File: src/rtl/dma_regfile_pkg.sv
package dma_regfile_pkg;

  localparam int PORT_W = 4;

  typedef enum logic [PORT_W-1:0] {
    PORT_CMD      = 4'h8,
    PORT_SWREQ    = 4'h9,
    PORT_MASK_ONE = 4'hA,
    PORT_MODE     = 4'hB,
    PORT_PTR_CLR  = 4'hC,
    PORT_SOFT_RST = 4'hD,
    PORT_MASK_CLR = 4'hE,
    PORT_MASK_ALL = 4'hF
  } ctl_port_e;

  localparam int MODE_DEC_BIT = 5;
  localparam int FLAG_BIT     = 2;
  localparam logic [7:0] CMD_KEEP_BITS = 8'h04;

  function automatic logic cmd_ok(input logic [7:0] v);
    return (v == 8'h00) || ((v & ~CMD_KEEP_BITS) == 8'h00);
  endfunction

endpackage

File: src/rtl/dma_chan_regs.sv
module dma_chan_regs
  import dma_regfile_pkg::*;
#(
  parameter int DATA_W     = 8,
  parameter int WORD_SHIFT = 0,
  localparam int BASE_W    = 2 * DATA_W,
  localparam int CUR_W     = BASE_W + WORD_SHIFT
) (
  input  logic              clk,
  input  logic              rst,
  input  logic              wr_i,
  input  logic              sel_cnt_i,
  input  logic              hi_i,
  input  logic [DATA_W-1:0] wdata_i,
  input  logic              mode_we_i,
  input  logic              adv_i,
  output logic [DATA_W-1:0] mode_o,
  output logic [CUR_W-1:0]  addr_rb_o,
  output logic [CUR_W-1:0]  cnt_rb_o
);

  logic [BASE_W-1:0] base_addr_q, base_addr_d;
  logic [BASE_W-1:0] base_cnt_q, base_cnt_d;
  logic [CUR_W-1:0]  cur_addr_q, cur_cnt_q;
  logic [DATA_W-1:0] mode_q;
  logic              reload;

  assign reload = wr_i & hi_i;

  always_comb begin
    base_addr_d = base_addr_q;
    base_cnt_d  = base_cnt_q;
    if (wr_i) begin
      if (sel_cnt_i) begin
        if (hi_i) base_cnt_d[BASE_W-1:DATA_W] = wdata_i;
        else      base_cnt_d[DATA_W-1:0]      = wdata_i;
      end else begin
        if (hi_i) base_addr_d[BASE_W-1:DATA_W] = wdata_i;
        else      base_addr_d[DATA_W-1:0]      = wdata_i;
      end
    end
  end

  always_ff @(posedge clk) begin
    if (rst) begin
      base_addr_q <= '0;
      base_cnt_q  <= '0;
      cur_addr_q  <= '0;
      cur_cnt_q   <= '0;
      mode_q      <= '0;
    end else begin
      base_addr_q <= base_addr_d;
      base_cnt_q  <= base_cnt_d;
      if (reload) begin
        cur_addr_q <= CUR_W'(base_addr_d) << WORD_SHIFT;
        cur_cnt_q  <= '0;
      end else if (adv_i) begin
        cur_cnt_q <= cur_cnt_q + CUR_W'(1);
      end
      if (mode_we_i) mode_q <= wdata_i;
    end
  end

  assign mode_o    = mode_q;
  assign addr_rb_o = mode_q[MODE_DEC_BIT] ? (cur_addr_q - cur_cnt_q)
                                          : (cur_addr_q + cur_cnt_q);
  assign cnt_rb_o  = (CUR_W'(base_cnt_q) << WORD_SHIFT) - cur_cnt_q;

  assert_reload_R3: assert property (@(posedge clk) disable iff (rst)
    (wr_i && hi_i) |=> (cur_addr_q == (CUR_W'(base_addr_q) << WORD_SHIFT)));

  assert_adv_step_R11: assert property (@(posedge clk) disable iff (rst)
    (adv_i && !(wr_i && hi_i)) |=> (cur_cnt_q == $past(cur_cnt_q) + CUR_W'(1)));

  assert_reload_wins_R12: assert property (@(posedge clk) disable iff (rst)
    (wr_i && hi_i && adv_i) |=> (cur_cnt_q == '0));

endmodule

File: src/rtl/dma_ctl_regs.sv
module dma_ctl_regs
  import dma_regfile_pkg::*;
#(
  parameter int NUM_CH = 4,
  parameter int DATA_W = 8,
  localparam int CH_W  = $clog2(NUM_CH)
) (
  input  logic              clk,
  input  logic              rst,
  input  logic              wr_i,
  input  logic              rd_i,
  input  logic [PORT_W-1:0] port_i,
  input  logic [DATA_W-1:0] wdata_i,
  input  logic              adv_i,
  input  logic [CH_W-1:0]   adv_ch_i,
  input  logic              adv_tc_i,
  output logic              ff_o,
  output logic [NUM_CH-1:0] mask_o,
  output logic [NUM_CH-1:0] req_o,
  output logic [NUM_CH-1:0] tc_o,
  output logic [DATA_W-1:0] cmd_o
);

  logic              ff_q, ff_d;
  logic [NUM_CH-1:0] mask_q, mask_d, req_q, req_d, tc_q, tc_d;
  logic [DATA_W-1:0] cmd_q, cmd_d;
  logic [CH_W-1:0]   wch;

  assign wch = wdata_i[CH_W-1:0];

  always_comb begin
    ff_d   = ff_q;
    mask_d = mask_q;
    req_d  = req_q;
    tc_d   = tc_q;
    cmd_d  = cmd_q;
    if ((wr_i || rd_i) && !port_i[PORT_W-1]) ff_d = ~ff_q;
    if (wr_i) begin
      case (port_i)
        PORT_CMD:      if (cmd_ok(wdata_i)) cmd_d = wdata_i;
        PORT_SWREQ: begin
          req_d[wch] = wdata_i[FLAG_BIT];
          tc_d[wch]  = 1'b0;
        end
        PORT_MASK_ONE: mask_d[wch] = wdata_i[FLAG_BIT];
        PORT_PTR_CLR:  ff_d = 1'b0;
        PORT_SOFT_RST: begin
          ff_d   = 1'b0;
          mask_d = '1;
          req_d  = '0;
          tc_d   = '0;
          cmd_d  = '0;
        end
        PORT_MASK_CLR: mask_d = '0;
        PORT_MASK_ALL: mask_d = wdata_i[NUM_CH-1:0];
        default: ;
      endcase
    end
    if (rd_i && (port_i == PORT_CMD)) tc_d = '0;
    if (adv_i && adv_tc_i) tc_d[adv_ch_i] = 1'b1;
  end

  always_ff @(posedge clk) begin
    if (rst) begin
      ff_q   <= 1'b0;
      mask_q <= '1;
      req_q  <= '0;
      tc_q   <= '0;
      cmd_q  <= '0;
    end else begin
      ff_q   <= ff_d;
      mask_q <= mask_d;
      req_q  <= req_d;
      tc_q   <= tc_d;
      cmd_q  <= cmd_d;
    end
  end

  assign ff_o   = ff_q;
  assign mask_o = mask_q;
  assign req_o  = req_q;
  assign tc_o   = tc_q;
  assign cmd_o  = cmd_q;

  assert_reset_state_R1: assert property (@(posedge clk) disable iff (rst)
    $past(rst) |-> (mask_q == '1 && cmd_q == '0 && req_q == '0 && tc_q == '0 && !ff_q));

  assert_cmd_reject_R5: assert property (@(posedge clk) disable iff (rst)
    (wr_i && port_i == PORT_CMD && !cmd_ok(wdata_i)) |=> $stable(cmd_q));

  assert_swreq_R6: assert property (@(posedge clk) disable iff (rst)
    (wr_i && port_i == PORT_SWREQ) |=> (req_q[$past(wch)] == $past(wdata_i[FLAG_BIT])));

  assert_mask_one_R7: assert property (@(posedge clk) disable iff (rst)
    (wr_i && port_i == PORT_MASK_ONE) |=> (mask_q[$past(wch)] == $past(wdata_i[FLAG_BIT])));

  assert_soft_rst_R9: assert property (@(posedge clk) disable iff (rst)
    (wr_i && port_i == PORT_SOFT_RST) |=> (mask_q == '1 && cmd_q == '0 && req_q == '0 && !ff_q));

  assert_stat_clear_R10: assert property (@(posedge clk) disable iff (rst)
    (rd_i && port_i == PORT_CMD && !(adv_i && adv_tc_i)) |=> (tc_q == '0));

  assert_tc_wins_R11: assert property (@(posedge clk) disable iff (rst)
    (adv_i && adv_tc_i) |=> tc_q[$past(adv_ch_i)]);

endmodule

File: src/rtl/dma_rd_mux.sv
module dma_rd_mux
  import dma_regfile_pkg::*;
#(
  parameter int NUM_CH     = 4,
  parameter int DATA_W     = 8,
  parameter int WORD_SHIFT = 0,
  localparam int CH_W      = $clog2(NUM_CH),
  localparam int CUR_W     = 2 * DATA_W + WORD_SHIFT
) (
  input  logic [PORT_W-1:0] port_i,
  input  logic              ff_i,
  input  logic [CUR_W-1:0]  addr_rb_i [NUM_CH],
  input  logic [CUR_W-1:0]  cnt_rb_i  [NUM_CH],
  input  logic [NUM_CH-1:0] mask_i,
  input  logic [NUM_CH-1:0] req_i,
  input  logic [NUM_CH-1:0] tc_i,
  output logic [DATA_W-1:0] byte_o
);

  logic [CH_W-1:0]  ch;
  logic [CUR_W-1:0] val, shifted;

  assign ch      = port_i[CH_W:1];
  assign val     = port_i[0] ? cnt_rb_i[ch] : addr_rb_i[ch];
  assign shifted = val >> WORD_SHIFT;

  always_comb begin
    if (!port_i[PORT_W-1]) begin
      byte_o = ff_i ? shifted[2*DATA_W-1:DATA_W] : shifted[DATA_W-1:0];
    end else begin
      case (port_i)
        PORT_CMD:      byte_o = DATA_W'({req_i, tc_i});
        PORT_MASK_ALL: byte_o = DATA_W'(mask_i);
        default:       byte_o = '0;
      endcase
    end
  end

endmodule

File: src/rtl/dma_regfile.sv
module dma_regfile
  import dma_regfile_pkg::*;
#(
  parameter int NUM_CH     = 4,
  parameter int DATA_W     = 8,
  parameter int WORD_SHIFT = 0,
  localparam int CH_W      = $clog2(NUM_CH),
  localparam int CUR_W     = 2 * DATA_W + WORD_SHIFT
) (
  input  logic                     clk,
  input  logic                     rst,
  input  logic [PORT_W-1:0]        addr,
  input  logic                     wr_en,
  input  logic                     rd_en,
  input  logic [DATA_W-1:0]        wdata,
  output logic [DATA_W-1:0]        rdata,
  input  logic                     sched_adv,
  input  logic [CH_W-1:0]          sched_ch,
  input  logic                     sched_tc,
  output logic [NUM_CH-1:0]        mask_o,
  output logic [NUM_CH-1:0]        req_o,
  output logic [NUM_CH*DATA_W-1:0] mode_o,
  output logic [DATA_W-1:0]        cmd_o
);

  logic              rd_go;
  logic              ff;
  logic [NUM_CH-1:0] tc;
  logic [CUR_W-1:0]  addr_rb [NUM_CH];
  logic [CUR_W-1:0]  cnt_rb  [NUM_CH];
  logic [DATA_W-1:0] rd_byte;

  assign rd_go = rd_en & ~wr_en;

  dma_ctl_regs #(.NUM_CH(NUM_CH), .DATA_W(DATA_W)) u_ctl (
    .clk(clk), .rst(rst), .wr_i(wr_en), .rd_i(rd_go), .port_i(addr),
    .wdata_i(wdata), .adv_i(sched_adv), .adv_ch_i(sched_ch), .adv_tc_i(sched_tc),
    .ff_o(ff), .mask_o(mask_o), .req_o(req_o), .tc_o(tc), .cmd_o(cmd_o)
  );

  for (genvar g = 0; g < NUM_CH; g++) begin : g_chan
    logic ch_wr, ch_mode_we, ch_adv;
    assign ch_wr      = wr_en && !addr[PORT_W-1] && (addr[CH_W:1] == CH_W'(g));
    assign ch_mode_we = wr_en && (addr == PORT_MODE) && (wdata[CH_W-1:0] == CH_W'(g));
    assign ch_adv     = sched_adv && (sched_ch == CH_W'(g));

    dma_chan_regs #(.DATA_W(DATA_W), .WORD_SHIFT(WORD_SHIFT)) u_chan (
      .clk(clk), .rst(rst), .wr_i(ch_wr), .sel_cnt_i(addr[0]), .hi_i(ff),
      .wdata_i(wdata), .mode_we_i(ch_mode_we), .adv_i(ch_adv),
      .mode_o(mode_o[g*DATA_W +: DATA_W]),
      .addr_rb_o(addr_rb[g]), .cnt_rb_o(cnt_rb[g])
    );
  end

  dma_rd_mux #(.NUM_CH(NUM_CH), .DATA_W(DATA_W), .WORD_SHIFT(WORD_SHIFT)) u_rd (
    .port_i(addr), .ff_i(ff), .addr_rb_i(addr_rb), .cnt_rb_i(cnt_rb),
    .mask_i(mask_o), .req_i(req_o), .tc_i(tc), .byte_o(rd_byte)
  );

  always_ff @(posedge clk) begin
    if (rst)        rdata <= '0;
    else if (rd_go) rdata <= rd_byte;
  end

  assert_wr_over_rd_R13: assert property (@(posedge clk) disable iff (rst)
    (wr_en && rd_en) |=> $stable(rdata));

  assert_mask_readback_R10: assert property (@(posedge clk) disable iff (rst)
    (rd_en && !wr_en && addr == PORT_MASK_ALL) |=> (rdata == DATA_W'($past(mask_o))));

endmodule

File: config.mk
export PLATFORM = sky130hd
export DESIGN_NAME = dma_regfile
export DESIGN_NICKNAME = d
export VERILOG_FILES = /design/src/rtl/dma_regfile_pkg.sv /design/src/rtl/dma_chan_regs.sv /design/src/rtl/dma_ctl_regs.sv /design/src/rtl/dma_rd_mux.sv /design/src/rtl/dma_regfile.sv
export SDC_FILE = /design/constraint.sdc
export NUM_CORES = 1
export LEC_CHECK = 0
export ABC_AREA = 0
export BUFFER_PORTS_ARGS = -buffer_cell sky130_fd_sc_hd__buf_2
export CORE_MARGIN = 2
export CORE_UTILIZATION = 40
export CTS_BUF_LIST = sky130_fd_sc_hd__clkbuf_16
export CTS_CLUSTER_SIZE = 30
export DETAILED_ROUTE_END_ITERATION = 8
export SYNTH_ARGS = -nofsm -noshare
export SYNTH_HDL_FRONTEND = slang
export SYNTH_SLANG_ARGS = --single-unit
File: constraint.sdc
create_clock -name clk -period 8.8 [get_ports clk]
set_input_delay 0.44 -clock clk [delete_from_list [all_inputs] [get_ports clk]]
set_output_delay 0.44 -clock clk [all_outputs]
set_load 0.01 [all_outputs]
Word-level counts from Yosys, hierarchy flattened
Cells that the tools add are included.

$add $sub $neg: 16. $mul: 0. Divide/modulo/power cells: 0. Order comparisons: 5. Equality and inequality tests: 18. Shift operators: 0. Muxes and demuxes: 47. Bitwise gates (word level): 11. Reduce and logical (&&, ||, !) cells: 46.

Operator list (number): 16-bit 2-to-1 mux (17); 16-bit subtractor (8); 8-bit 2-to-1 mux (11); 16-bit by 1-bit adder with 16-bit output (second input constant) (4); 16-bit adder (4); 16-bit binary-select mux with 2-bit select (2); 4-bit == test (second input constant) (8); 8-bit case mux with 2 select lines (2); 3-bit AND reduction (9); 1-bit logical AND (19); 8-bit zero test (2); 4-bit case mux with 2 select lines (2); 4-bit case mux with 4 select lines (1); 2-bit == test (second input constant) (6); 4-bit 2-to-1 mux (3); 2-bit OR reduction (5); 4-bit bitwise mux (2); 2-bit by 1-bit == test with 1-bit output (second input constant) (3); 2-bit zero test (3); 2-bit by 3-bit < comparator with 1-bit output (second input constant) (2); 1-bit bitwise AND (5); 1-bit 2-to-1 mux (5); 4-bit bitwise AND (1); 1-bit demux with 2-bit select (2); other kinds (12) (17).

Register bits after elaboration: 317. Bits in latches: 0. Bits in writable memories: 0. Memory bits (read-only): 0. Input bits: 20. Logic and storage cells: 173. Memories kept: 0.

Logic depth before layout (Yosys ltp)
Depth after elaboration: 11. Gate-level depth with buffers: 16. Gate-level depth less buffers: 16.

By module
A second synthesis with hierarchy kept.

Cell total of the unflattened synthesis: 2559. Area total of the unflattened synthesis: 21329.2 um2.

Modules (own cells, without submodules): dma_chan_regs at g_chan[1].u_chan ... (times used 2, cells each 587, area each 4759.6 um2, sequential area each 1441.4 um2); dma_chan_regs at g_chan[0].u_chan (times used 1, cells each 571, area each 4633.2 um2, sequential area each 1441.4 um2); dma_chan_regs at g_chan[3].u_chan (times used 1, cells each 532, area each 4483.0 um2, sequential area each 1441.4 um2); dma_rd_mux (times used 1, cells each 118, area each 1201.2 um2, sequential area each 0.0 um2); dma_ctl_regs (times used 1, cells each 112, area each 967.2 um2, sequential area each 420.4 um2); dma_regfile (times used 1, cells each 52, area each 525.5 um2, sequential area each 160.2 um2).

Worst setup path after synthesis
Ideal clock, no wire load.

Path kind: register -> register. From: reg g_chan[1].u_chan.cur_cnt_q[1]. To: reg rdata[5]. Setup time: 0.115 ns. Arrival: 3.173 ns. Data required time: 8.685 ns. Setup slack: 5.513 ns. Cell stages (with the launch flop): 16. Path buffers: 0. Clock period less this slack: 3.287 ns. Cells stage by stage: dfxtp_1 -> inv_1 -> ha_1 -> nor2b_1 -> a21oi_1 -> xnor2_1 -> ha_1 -> o21a_1 -> o2111ai_2 -> a21oi_2 -> o41a_1 -> and3_4 -> or3_1 -> a32oi_1 -> o211ai_1 -> o21a_1.

Word-level cells in the longest chain between the ends: 8. Elaborated cells on any way between the ends: 13. Those cells by class: 3 x add/sub; 10 x mux.

Ends and longest elaborated chain: start, declared (RTL line dma_chan_regs.sv:24) `logic [CUR_W-1:0] cur_addr_q, cur_cnt_q;`; start signal, assigned (RTL line dma_chan_regs.sv:58) `cur_cnt_q <= cur_cnt_q + CUR_W'(1);`; 16-bit adder / 16-bit subtractor (equally long branches) (RTL line dma_chan_regs.sv:66, dma_chan_regs.sv:65); 16-bit 2-to-1 mux (RTL line dma_chan_regs.sv:65) `assign addr_rb_o = mode_q[MODE_DEC_BIT] ? (cur_addr_q - cur_cnt_q)`; 16-bit binary-select mux with 2-bit select (RTL line dma_rd_mux.sv:24) `assign val = port_i[0] ? cnt_rb_i[ch] : addr_rb_i[ch];`; 16-bit 2-to-1 mux (not written as such) (2 in series) (RTL line dma_rd_mux.sv:24); 16-bit 2-to-1 mux (*) (RTL line dma_rd_mux.sv:24); 8-bit 2-to-1 mux (*) (RTL line dma_rd_mux.sv:29) `byte_o = ff_i ? shifted[2*DATA_W-1:DATA_W] : shifted[DATA_W-1:0];`; 8-bit 2-to-1 mux (*) (RTL line dma_rd_mux.sv:28) `if (!port_i[PORT_W-1]) begin`; end signal, assigned (RTL line dma_regfile.sv:62) `else if (rd_go) rdata <= rd_byte;`; end, declared (RTL line dma_regfile.sv:16) `output logic [DATA_W-1:0] rdata,`.

Mark *: on every way between the ends. The rest lies on a longest branch, timed or not. The select of a mux whose other input is x is not followed. A chain may end at the register's enable or synchronous reset.

Worst setup path after layout
From: reg g_chan[0].u_chan.cur_cnt_q[0]. To: reg rdata[4].

Word-level cells in the longest chain between the ends: 8. Elaborated cells on any way between the ends: 13. Those cells by class: 3 x add/sub; 10 x mux.

Ends and longest elaborated chain (RTL line): start, declared (dma_chan_regs.sv:24); start signal, assigned (dma_chan_regs.sv:58); 16-bit adder / 16-bit subtractor (equally long branches) (dma_chan_regs.sv:66, dma_chan_regs.sv:65); 16-bit 2-to-1 mux (dma_chan_regs.sv:65); 16-bit binary-select mux with 2-bit select (dma_rd_mux.sv:24); 16-bit 2-to-1 mux (not written as such) (2 in series) (dma_rd_mux.sv:24); 16-bit 2-to-1 mux (*) (dma_rd_mux.sv:24); 8-bit 2-to-1 mux (*) (dma_rd_mux.sv:29); 8-bit 2-to-1 mux (*) (dma_rd_mux.sv:28).

Marks and branches as above.

==> impl_results.md <==
- Status: complete, no violations
- Leakage power: 8.45 nW
- Critical path class: flop to flop
- PD cells: 169 nW/um^2
- Setup TNS: 0 ns
- EDFF count, synth: 0
- Synthesized instance count: around 2400
- Die area: 50600 sq um
- Maximum number of pins on one net before global-route repair: between 70 and 80
- Launch point of the worst path: g_chan[0].u_chan.cur_cnt_q[0]
- WP data arrival: 4.34 ns
- Vias: between 15000 and 20000
- Layout cells sized above 1: 7.98%
- Finished Layout Cells: approximately 3000
- Clock Skew: about 0.02 ns
- Io pins: 76
- Worst hold margin: ~0.17 ns
- R2R setup slack: 4.91 ns
- Worst R2R Start: g_chan[0].u_chan.cur_cnt_q[0]
- Unrepaired setup endpoints after global routing: no
- GRT Total Usage: between 20% and 30%
- Fmax: ~0.26 GHz
- Final WL: between 60 and 70 mm
- Die width: 225 um
- Crit start category: flop
- Maximum root-to-sink buffer count: 3
- CTS resizes: 0
- Setup violators final: 0
- Logic gate share of total power: 19.0%
- Distinct cells, synth: 80
- Most common cell after layout, fill and taps aside: dfxtp_1
- Worst EP required: just over 9 ns
- Synthesized area: between 15000 and 20000 sq um
- CTS Buf Count: 36
- Syn nets: around 2500
- Final GP Congestion: between 0.9 and 1
- Ant diodes: 0
- Async set or reset register ratio after synthesis: 0%
- Max-slew headroom: 12.8%
- Maxcap violations: 0
- Final worst-path cycle share: about 44%
- Vias per cell: just under 6
- Reg power frac: between 40% and 50%
- Total placed instance area: around 20000 sq um
- Avg Synthesized Cell Area: ~8.2 sq um
- Post-synthesis sequential area ratio: 32.5%
- Core Footprint: about 48000 sq um
- Vias in the first global route: between 15000 and 20000
- Reg-to-reg endpoint: rdata[4]
- Hold crit path type: input port to flop
- DR pass1 iterations: 5
- Seq cells post-synth: 317
- Fin nets: between 2000 and 3000
- # H-tree levels: 2
- Placed insts: slightly below 3000
- Worst-path fanout max: 6
- R2R cell count: 14
- Internal power: roughly 2.5 mW
- GRT Residual Overflow: 0
- Initial DRC count: 1514
- Fin area: 21500 sq um
- First-pass GRT wire length: approximately 100 mm
- CTS tree: yes
- CP endpoint kind: flop
- Num rows: 80
- Sw frac: between 30% and 40%
- Clock transition at path regs: roughly 0.060 ns
- Post-route ant nets: 0
- Hpwl dp: between 50 and 60 mm
- Synth-to-layout area growth: 10.4%
- Die height: around 220 um
- Power share of the clock group: roughly 40%
- Most frequent cells in the layout: 317 x dfxtp_1, 285 x nor2_1, 188 x nand2_1
- Clk Latency, worst-skew pair: roughly 0.57 ns
- Clock Tree Root: clkbuf_16
- Total Power: about 3.6 mW
- Worst setup path endpoint: rdata[4]
- Avg WL per Cell: 22.8 um
- Peak VDD IR: between 0.1 and 0.15 mV
- Primary FF master, synth: dfxtp_1
- Post-CTS Hold Buffers: 0
- # port buffers: between 70 and 80
- Actual slew at the worst max-slew pin: ~1.3 ns
- Remaining DRCs: 0
- Post-CTS Setup Bufs: 0
- Initial antenna violation count: 3
- Ys Warns: 0
- Net switching power: approximately 1.1 mW
- Hold Startpoint: sched_tc
- Num Clock Sinks: between 300 and 400
- Final Max Tran Viols: 0
- Initial Utilization: about two fifths
- Final period demand of the worst path: slightly below 4 ns
- Hold Fails Final Rpt: 0
-- how the worst min path moves through the flow --
stage | endpoint | slack (ns) | cells after the start
global route | u_ctl.tc_o[1] | 0.19 | 3
floorplan | g_chan[0].u_chan.base_cnt_q[0] | 0.44 | 2
CTS | u_ctl.tc_o[3] | 0.14 | 3
global placement | u_ctl.cmd_o[6] | 0.44 | 1
finish | u_ctl.tc_o[3] | 0.17 | 3
detailed placement | u_ctl.cmd_o[0] | 0.44 | 1
-- registers in the layout, indices dropped and copies added (netlist names) --
signal,flops
u_ctl.tc_o,4
u_ctl.cmd_o,8
u_ctl.ff_o,1
u_ctl.mask_o,4
rdata,8
g_chan.u_chan.base_cnt_q,64
g_chan.u_chan.cur_cnt_q,64
g_chan.u_chan.base_addr_q,64
g_chan.u_chan.mode_o,32
g_chan.u_chan.cur_addr_q,64
u_ctl.req_o,4
-- through the flow --
stage / setup WS [ns] / util, %
6_report: 4.91 / 44.9
5_1_grt: 4.64 / 44.9
4_1_cts: 4.96 / 44.9
3_5_place_dp: 4.97 / 42.6
3_3_place_gp: 5.04 / 42.6
2_1_floorplan: 5.51 / -
-- per-layer routing --
metal / part of all wire (%) / vias to the layer above / global-route usage [%]
li1: - / 8526 / -
met1: 44 / 8589 / 36.1
met2: 44 / 630 / 42.1
met3: 7.9 / 137 / 6.24
met4: 3.8 / 6 / 10.7
met5: 0.067 / - / 0
-- area by class of cell --
| type | instances | area, sq um |
|---|---|---|
| clock inverters | 28 | 198 |
| multi-input cells | 1839 | 12400 |
| well taps | 615 | 769 |
| inverters | 97 | 364 |
| clock buffers | 37 | 926 |
| fillers | 4746 | 26400 |
| flip-flops and latches | 317 | 6350 |
| repair buffers | 100 | 569 |
-- cells in the mapped netlist (10+ instances only) --
| cell | number | share of area, % |
|---|---|---|
| a211oi_1 | 17 | 0.65 |
| o31ai_1 | 10 | 0.38 |
| clkbuf_1 | 92 | 1.8 |
| or3_1 | 17 | 0.55 |
| o21a_1 | 29 | 1.1 |
| inv_1 | 94 | 1.8 |
| nor4_1 | 22 | 0.71 |
| o22ai_1 | 12 | 0.38 |
| xnor2_1 | 153 | 6.9 |
| a21oi_1 | 187 | 4.8 |
| a22oi_1 | 10 | 0.38 |
| mux2i_1 | 89 | 4.6 |
| buf_1 | 10 | 0.19 |
| and3_1 | 25 | 0.80 |
| o22a_1 | 64 | 2.9 |
| o21ai_0 | 73 | 1.9 |
| nand2b_1 | 32 | 1.0 |
| a21o_1 | 26 | 1.0 |
| a31oi_1 | 37 | 1.2 |
| nor2b_1 | 33 | 1.1 |
| nand4_1 | 26 | 0.83 |
| nand2_1 | 188 | 3.6 |
| buf_2 | 10 | 0.26 |
| o211ai_1 | 11 | 0.42 |
| xor2_1 | 41 | 1.8 |
| and2_1 | 12 | 0.38 |
| dfxtp_1 | 317 | 33 |
| nor3_1 | 48 | 1.2 |
| nand3_1 | 97 | 2.5 |
| nor2_1 | 285 | 5.5 |
| ha_1 | 128 | 8.2 |
| mux4_2 | 10 | 1.2 |
-- cell families (layout without fill, tap and decap cells) --
kind of cell / count (synthesis) / count (layout) / synth area share, %
AND/OR/NAND/NOR: 838 / 838 / 20.4
XOR/XNOR: 194 / 194 / 8.71
multiplexers: 99 / 99 / 5.72
flip-flops: 317 / 317 / 32.5
adder cells (fa/ha/maj): 136 / 136 / 9.03
AO/OA/AOI/OAI: 572 / 572 / 19.6
buffers and inverters: 209 / 262 / 4.09
-- power by group through the flow --
stage	Sequential (mW)	Combinational, mW	Clock (mW)
6_report	1.47	0.691	1.48
5_1_grt	1.47	0.736	1.57
4_1_cts	1.46	0.677	1.51
3_5_place_dp	1.50	0.673	0
3_3_place_gp	1.50	0.672	0
2_1_floorplan	1.49	0.454	0
-- critical path, cell delays in order, from the launching register on --
cell and delay, ns:
dfxtp_1 0.49, inv_1 0.12, ha_1 0.24, a21oi_1 0.17, xnor2_1 0.18, ha_1 0.33, a21o_1 0.26, nor3_2 0.31
a21oi_1 0.16, o31ai_1 0.49, a21boi_0 0.20, xor2_1 0.21, a211oi_1 0.29, and4_1 0.24, a31oi_1 0.09
(Power assumes the default switching activity.)
